[src/rtl/tlbr_pkg.sv]
package tlbr_pkg;

  localparam int REG_W  = 32;
  localparam int VPN2_W = 19;
  localparam int ASID_W = 8;
  localparam int PFN_W  = 20;
  localparam int CA_W   = 3;
  localparam int ATTR_W = CA_W + 2;
  localparam int MASK_W = 16;

  // bit positions that software decodes
  localparam int HI_VPN_LSB = 13;
  localparam int HI_INV_BIT = 10;
  localparam int LO_PFN_LSB = 6;
  localparam int PM_LSB     = 13;

  typedef struct packed {
    logic              inv;
    logic [VPN2_W-1:0] vpn2;
    logic [ASID_W-1:0] asid;
    logic [MASK_W-1:0] mask;
    logic              g;
    logic [PFN_W-1:0]  pfn0;
    logic [ATTR_W-1:0] attr0;
    logic [PFN_W-1:0]  pfn1;
    logic [ATTR_W-1:0] attr1;
  } tlb_row_t;

  typedef enum logic [2:0] {
    RQ_IDLE,
    RQ_NOCOP,
    RQ_RSVD,
    RQ_RANGE,
    RQ_GO
  } rq_kind_t;

  function automatic tlb_row_t blank_row();
    tlb_row_t r;
    r     = '0;
    r.inv = 1'b1;
    return r;
  endfunction

  function automatic logic [VPN2_W-1:0] clip_vpn2(input logic [VPN2_W-1:0] v,
                                                  input logic [MASK_W-1:0] m);
    return v & ~{{(VPN2_W-MASK_W){1'b0}}, m};
  endfunction

  function automatic logic [PFN_W-1:0] clip_pfn(input logic [PFN_W-1:0] p,
                                                input logic [MASK_W-1:0] m);
    return p & ~{{(PFN_W-MASK_W){1'b0}}, m};
  endfunction

  function automatic logic [REG_W-1:0] build_hi(input logic [VPN2_W-1:0] vm,
                                                input logic [ASID_W-1:0] asid);
    return {vm, 2'b00, 1'b0, 2'b00, asid};
  endfunction

  function automatic logic [REG_W-1:0] build_lo(input logic [PFN_W-1:0] pm,
                                                input logic [ATTR_W-1:0] attr,
                                                input logic g);
    return {{(REG_W-PFN_W-ATTR_W-1){1'b0}}, pm, attr, g};
  endfunction

  function automatic logic [REG_W-1:0] build_pm(input logic [MASK_W-1:0] m);
    return {{(REG_W-MASK_W-PM_LSB){1'b0}}, m, {PM_LSB{1'b0}}};
  endfunction

  function automatic logic [REG_W-1:0] hi_inv_image();
    logic [REG_W-1:0] h;
    h             = '0;
    h[HI_INV_BIT] = 1'b1;
    return h;
  endfunction

endpackage

[src/rtl/tlbr_store.sv]
module tlbr_store
  import tlbr_pkg::*;
#(
  parameter int ENTRIES = 16,
  localparam int IDX_W  = $clog2(ENTRIES)
) (
  input  logic             clk,
  input  logic             rst_n,
  input  logic             wr_en,
  input  logic [IDX_W-1:0] wr_idx,
  input  tlb_row_t         wr_row,
  input  logic [IDX_W-1:0] rd_idx,
  output tlb_row_t         rd_row
);

  tlb_row_t rows [ENTRIES];

  for (genvar e = 0; e < ENTRIES; e++) begin : g_row
    tlb_row_t row_q;
    logic     hit;

    assign hit = wr_en && (wr_idx == IDX_W'(e));

    always_ff @(posedge clk or negedge rst_n) begin
      if (!rst_n)   row_q <= blank_row();
      else if (hit) row_q <= wr_row;
    end

    assign rows[e] = row_q;
  end

  assign rd_row = rows[rd_idx];

endmodule

[src/rtl/tlbr_classify.sv]
module tlbr_classify
  import tlbr_pkg::*;
#(
  parameter int ENTRIES  = 16,
  parameter int IDXREG_W = 6
) (
  input  logic                rd_req,
  input  logic [IDXREG_W-1:0] rd_index,
  input  logic                cp0_en,
  input  logic [2:0]          mmu_type,
  output rq_kind_t            kind,
  output logic                range_hit
);

  localparam logic [IDXREG_W-1:0] LIMIT = IDXREG_W'(ENTRIES);

  logic mmu_bad;

  assign mmu_bad   = (mmu_type == 3'd2) || (mmu_type == 3'd3);
  assign range_hit = rd_index >= LIMIT;

  always_comb begin
    kind = RQ_IDLE;
    if (rd_req) begin
      if (!cp0_en)        kind = RQ_NOCOP;
      else if (mmu_bad)   kind = RQ_RSVD;
      else if (range_hit) kind = RQ_RANGE;
      else                kind = RQ_GO;
    end
  end

endmodule

[src/rtl/tlbr_image.sv]
module tlbr_image
  import tlbr_pkg::*;
(
  input  tlb_row_t         row,
  input  logic             ie_on,
  output logic [REG_W-1:0] img_hi,
  output logic [REG_W-1:0] img_lo0,
  output logic [REG_W-1:0] img_lo1,
  output logic [REG_W-1:0] img_pm,
  output logic             shows_inv
);

  logic [VPN2_W-1:0] vpn_m;
  logic [PFN_W-1:0]  pfn0_m;
  logic [PFN_W-1:0]  pfn1_m;

  assign shows_inv = ie_on && row.inv;
  assign vpn_m     = clip_vpn2(row.vpn2, row.mask);
  assign pfn0_m    = clip_pfn(row.pfn0, row.mask);
  assign pfn1_m    = clip_pfn(row.pfn1, row.mask);

  always_comb begin
    if (shows_inv) begin
      img_hi  = hi_inv_image();
      img_lo0 = '0;
      img_lo1 = '0;
      img_pm  = '0;
    end else begin
      img_hi  = build_hi(vpn_m, row.asid);
      img_lo0 = build_lo(pfn0_m, row.attr0, row.g);
      img_lo1 = build_lo(pfn1_m, row.attr1, row.g);
      img_pm  = build_pm(row.mask);
    end
  end

endmodule

[src/rtl/tlb_idx_reader.sv]
module tlb_idx_reader
  import tlbr_pkg::*;
#(
  parameter int ENTRIES   = 16,
  parameter int IDXREG_W  = 6,
  localparam int IDX_W    = $clog2(ENTRIES)
) (
  input  logic                clk,
  input  logic                rst_n,
  input  logic                rd_req,
  input  logic [IDXREG_W-1:0] rd_index,
  input  logic                cp0_en,
  input  logic [2:0]          mmu_type,
  input  logic [1:0]          ie_level,
  input  logic                wr_en,
  input  logic [IDX_W-1:0]    wr_index,
  input  logic                wr_inv,
  input  logic [VPN2_W-1:0]   wr_vpn2,
  input  logic [ASID_W-1:0]   wr_asid,
  input  logic [MASK_W-1:0]   wr_mask,
  input  logic                wr_g,
  input  logic [PFN_W-1:0]    wr_pfn0,
  input  logic [ATTR_W-1:0]   wr_attr0,
  input  logic [PFN_W-1:0]    wr_pfn1,
  input  logic [ATTR_W-1:0]   wr_attr1,
  output logic [REG_W-1:0]    entry_hi,
  output logic [REG_W-1:0]    entry_lo0,
  output logic [REG_W-1:0]    entry_lo1,
  output logic [REG_W-1:0]    page_mask,
  output logic                rd_done,
  output logic                exc_cop_unusable,
  output logic                exc_reserved,
  output logic                idx_err
);

  tlb_row_t         wr_row;
  tlb_row_t         sel_row;
  rq_kind_t         kind;
  logic             range_hit;
  logic             ie_on;
  logic             shows_inv;
  logic             load_fire;
  logic [REG_W-1:0] nx_hi, nx_lo0, nx_lo1, nx_pm;

  assign wr_row = '{inv:   wr_inv,   vpn2:  wr_vpn2, asid: wr_asid,
                    mask:  wr_mask,  g:     wr_g,
                    pfn0:  wr_pfn0,  attr0: wr_attr0,
                    pfn1:  wr_pfn1,  attr1: wr_attr1};

  assign ie_on     = ie_level != 2'd0;
  assign load_fire = kind == RQ_GO;

  tlbr_store #(.ENTRIES(ENTRIES)) u_store (
    .clk    (clk),
    .rst_n  (rst_n),
    .wr_en  (wr_en),
    .wr_idx (wr_index),
    .wr_row (wr_row),
    .rd_idx (rd_index[IDX_W-1:0]),
    .rd_row (sel_row)
  );

  tlbr_classify #(.ENTRIES(ENTRIES), .IDXREG_W(IDXREG_W)) u_cls (
    .rd_req    (rd_req),
    .rd_index  (rd_index),
    .cp0_en    (cp0_en),
    .mmu_type  (mmu_type),
    .kind      (kind),
    .range_hit (range_hit)
  );

  tlbr_image u_img (
    .row       (sel_row),
    .ie_on     (ie_on),
    .img_hi    (nx_hi),
    .img_lo0   (nx_lo0),
    .img_lo1   (nx_lo1),
    .img_pm    (nx_pm),
    .shows_inv (shows_inv)
  );

  always_ff @(posedge clk or negedge rst_n) begin
    if (!rst_n) begin
      entry_hi         <= '0;
      entry_lo0        <= '0;
      entry_lo1        <= '0;
      page_mask        <= '0;
      rd_done          <= 1'b0;
      exc_cop_unusable <= 1'b0;
      exc_reserved     <= 1'b0;
      idx_err          <= 1'b0;
    end else begin
      rd_done          <= 1'b0;
      exc_cop_unusable <= 1'b0;
      exc_reserved     <= 1'b0;
      unique case (kind)
        RQ_NOCOP: exc_cop_unusable <= 1'b1;
        RQ_RSVD:  exc_reserved     <= 1'b1;
        RQ_RANGE: idx_err          <= 1'b1;
        RQ_GO: begin
          rd_done   <= 1'b1;
          entry_hi  <= nx_hi;
          entry_lo0 <= nx_lo0;
          entry_lo1 <= nx_lo1;
          page_mask <= nx_pm;
        end
        default: ;
      endcase
    end
  end

endmodule

[config.mk]
export PLATFORM = sky130hd
export DESIGN_NAME = tlb_idx_reader
export DESIGN_NICKNAME = d
export VERILOG_FILES = /design/src/rtl/tlbr_pkg.sv /design/src/rtl/tlbr_store.sv /design/src/rtl/tlbr_classify.sv /design/src/rtl/tlbr_image.sv /design/src/rtl/tlb_idx_reader.sv
export SDC_FILE = /design/constraint.sdc
export NUM_CORES = 2
export LEC_CHECK = 0
export BUFFER_PORTS_ARGS = -buffer_cell sky130_fd_sc_hd__buf_2
export CAP_MARGIN = 40
export CORE_ASPECT_RATIO = 1.75
export CORE_MARGIN = 2
export CORE_UTILIZATION = 48
export CTS_CLUSTER_DIAMETER = 40
export DETAILED_ROUTE_END_ITERATION = 7
export GPL_ROUTABILITY_DRIVEN = 1
export GPL_TIMING_DRIVEN = 0
export SETUP_SLACK_MARGIN = 0.3
export SLEW_MARGIN = 0
export SYNTH_ARGS = -nofsm -noshare
export SYNTH_HDL_FRONTEND = slang
export SYNTH_HIERARCHICAL = 1
export SYNTH_SLANG_ARGS = --single-unit
export TNS_END_PERCENT = 20
[constraint.sdc]
create_clock -name clk -period 2.45 [get_ports clk]
set_clock_uncertainty 0.05 [all_clocks]
set_input_delay 0.3675 -clock clk [delete_from_list [all_inputs] [get_ports clk]]
set_output_delay 0.3675 -clock clk [all_outputs]
set_load 0.02 [all_outputs]
==> results.json <==
{
  "synth.largest_area_cell": "dfrtp_1",
  "synthTopCellsByArea": "dfrtp_1 56%, mux2_2 24%, mux4_2 12%",
  "leakagePower_nw": 37.98,
  "dieArea_sq_um": 156200,
  "clk_latency_ns": 0.82,
  "status": "complete, but fails checks",
  "arrival_ns": 3.02,
  "rsz0062_at_grt": "yes",
  "tritoncts": "done",
  "start_kind": "input pin",
  "numPortBuffers": 241,
  "nets": 5305,
  "grt_pass1_wl_um": 319400,
  "htreeDepth": 4,
  "peakVddDrop_mv": 0.7212,
  "synth.distinct_cells": 33,
  "worst-r2r-setup-slack_ns": 0.13,
  "syn_inst": 4551,
  "gp_congestion": 0.8028,
  "synth_area_per_cell_sq_um": 16.13,
  "mostFrequentLayoutCell": "dfrtp_1",
  "worst_pin_slew_ns": 0.9158,
  "hold_violations": 173,
  "rr_worst_depth": 5,
  "clkTransAtPathRegs_ns": 0.06,
  "drc": 0,
  "grt_pass1_vias": 46740,
  "synth_top_area_share_pct": 55.78,
  "yosysSeqAreaShare_pct": 56.35,
  "grt_usage_pct": 27.97,
  "placed_cell_area_sq_um": 78420,
  "drive_above_1_share_pct": 55.37,
  "worstReg2RegStart": "u_store/g_row[10].row_q[51]$_DFFE_PN0P_",
  "die_h_um": 521.3,
  "fin_area_sq_um": 86570,
  "dp_slack_ns": -1.839,
  "crit-reg2reg-capture": "page_mask[13]$_DFFE_PN0N_",
  "yosys_warnings": 6,
  "dp_hpwl_um": 149900,
  "cts_buffer_depth": 4,
  "maxCapViolCount": 0,
  "num_vias": 43005,
  "required_ns": 3.09,
  "crit_path_start": "rd_index[1]",
  "drt_wl_total_um": 216300,
  "drt_iter0_markers": 2515,
  "power_density_nw_per_um2": 930.9,
  "post-route-period-util_pct": 97.29,
  "hold_ws_ns": -0.5528,
  "grt_max_degree": 170,
  "crit_path_end_kind": "flop",
  "start_util_pct": 48.42,
  "critical_path_class": "in2reg",
  "slew_violations": 0,
  "hp-class": "in2async",
  "ios": 247,
  "synth_seq_cells": 1652,
  "crit_path_end": "page_mask[13]$_DFFE_PN0N_",
  "fmax_ghz": 0.4195,
  "syn_to_final_growth_pct": 17.96,
  "firstDrtPassIters": 5,
  "violations": "negative hold slack",
  "std_cell_rows": 189,
  "clkSinkCount": 1652,
  "instances_no_fill": 7334,
  "detail_route.wl_per_cell_um": 29.50,
  "syn-cell-area_sq_um": 73400,
  "slew_headroom_pct": 38.94,
  "cp_max_fo": 10,
  "post-route-min-period_ns": 2.384,
  "clock-root-buffer": "clkbuf_16",
  "final_antenna_net_count": 0,
  "total_power_mw": 80.59,
  "die_w_um": 299.6,
  "final_cell_mix": "1636 x dfrtp_1, 1587 x mux2_2, 387 x buf_2",
  "gr-total-overflow": 0,
  "antenna_found_initial": 25,
  "finalWorstSetupSlack_ns": 0.06643,
  "cts_made_buffers": 176,
  "core_region_area_sq_um": 151600,
  "setup_violations": 0,
  "dpl.cell_count": 6893,
  "drt-vias-per-instance": 5.864
}
through the flow:
stage	util [%]	TNS (ns)
2_1_floorplan	-	0
3_3_place_gp	51.05	-
3_5_place_dp	51.73	-1044.16
4_1_cts	56.95	0
5_1_grt	57.10	0
6_report	57.11	0
what timing repair did:
item | CTS | global route
endpoints found under the setup margin | 844 | 526
gates cloned | 9 | 2
pin swaps | 12 | 4
resized for setup | 147 | 11
buffers inserted | 6 | 2
hold buffers | 100 | 5
hold endpoints to repair | 733 | 102
power breakdown:
group          switching (mW)  internal (mW)
Combinational            6.86           9.03
Clock                    11.3           16.6
Sequential               3.10           33.7
how the worst min path moves through the flow:
stage | to | cells past startpoint
final | u_store/g_row[14].row_q[88]$_DFFE_PN0P_ | 1
after global routing | u_store/g_row[15].row_q[88]$_DFFE_PN0P_ | 1
after CTS | u_store/g_row[14].row_q[88]$_DFFE_PN0P_ | 1
after detailed placement | u_store/g_row[14].row_q[88]$_DFFE_PN0P_ | 1
after global placement | idx_err$_DFFE_PN0N_ | 1
after floorplan | entry_hi[0]$_DFFE_PN0N_ | 0
synthesized netlist by cell type (all sizes together):
| cell | number |
|---|---|
| mux2 | 1648 |
| dfrtp | 1636 |
| mux4 | 380 |
| buf | 243 |
| clkbuf | 203 |
| a22oi | 190 |
| nand2 | 99 |
| nor3b | 52 |
| and2 | 48 |
| dfstp | 16 |
| nor2 | 14 |
| nand3b | 4 |
| inv | 3 |
| nor2b | 3 |
| or3 | 3 |
| nand2b | 2 |
| a31o | 1 |
| and3 | 1 |
| conb | 1 |
| nand3 | 1 |
| nor3 | 1 |
| o21ai | 1 |
| or2 | 1 |
registers in the layout (all words and copies together), names as in the netlist, 32 cells and up:
name,flops
entry_lo1,32
entry_hi,32
u_store/g_row.row_q,1520
page_mask,32
entry_lo0,32
cell families (layout without fill, tap and decap cells):
group / after synthesis / count (layout) / synth area share [%]
other cells: 1 / 46 / 0.005109
flops: 1652 / 1652 / 56.35
mux: 2028 / 2028 / 36.95
compound gates: 192 / 192 / 1.962
buf+inv: 449 / 1182 / 2.966
simple gates: 229 / 229 / 1.770
layer usage:
| layer | share of wire [%] | vias to the layer above | track usage (%) |
|---|---|---|---|
| met5 | 0.062 | - | 0 |
| met1 | 38 | 23317 | 33.95 |
| li1 | - | 18098 | - |
| met2 | 52 | 1142 | 49.76 |
| met3 | 5.0 | 428 | 4.329 |
| met4 | 4.3 | 20 | 11.23 |
layout make-up:
| cell class | count | area [sq um] |
|---|---|---|
| Sequential cell | 1652 | 41360 |
| Timing Repair Buffer | 430 | 3750 |
| Buffer | 446 | 2481 |
| Clock buffer | 235 | 5052 |
| Clock inverter | 68 | 949.7 |
| Tap cell | 2005 | 2509 |
| Antenna cell | 14 | 35.03 |
| Multi-Input combinational cell | 2481 | 30420 |
| Inverter | 3 | 16.27 |
| Fill cell | 12166 | 65010 |
worst max-delay path: stages:
cell      delay (ns)
clkbuf_2        0.29
buf_8           0.22
clkbuf_2        0.44
mux4_2          0.39
a22oi_1         0.46
nand2_2         0.34
and2_1          0.24
mux2_2          0.26
No activity file was read; power rests on OpenSTA's default activity.
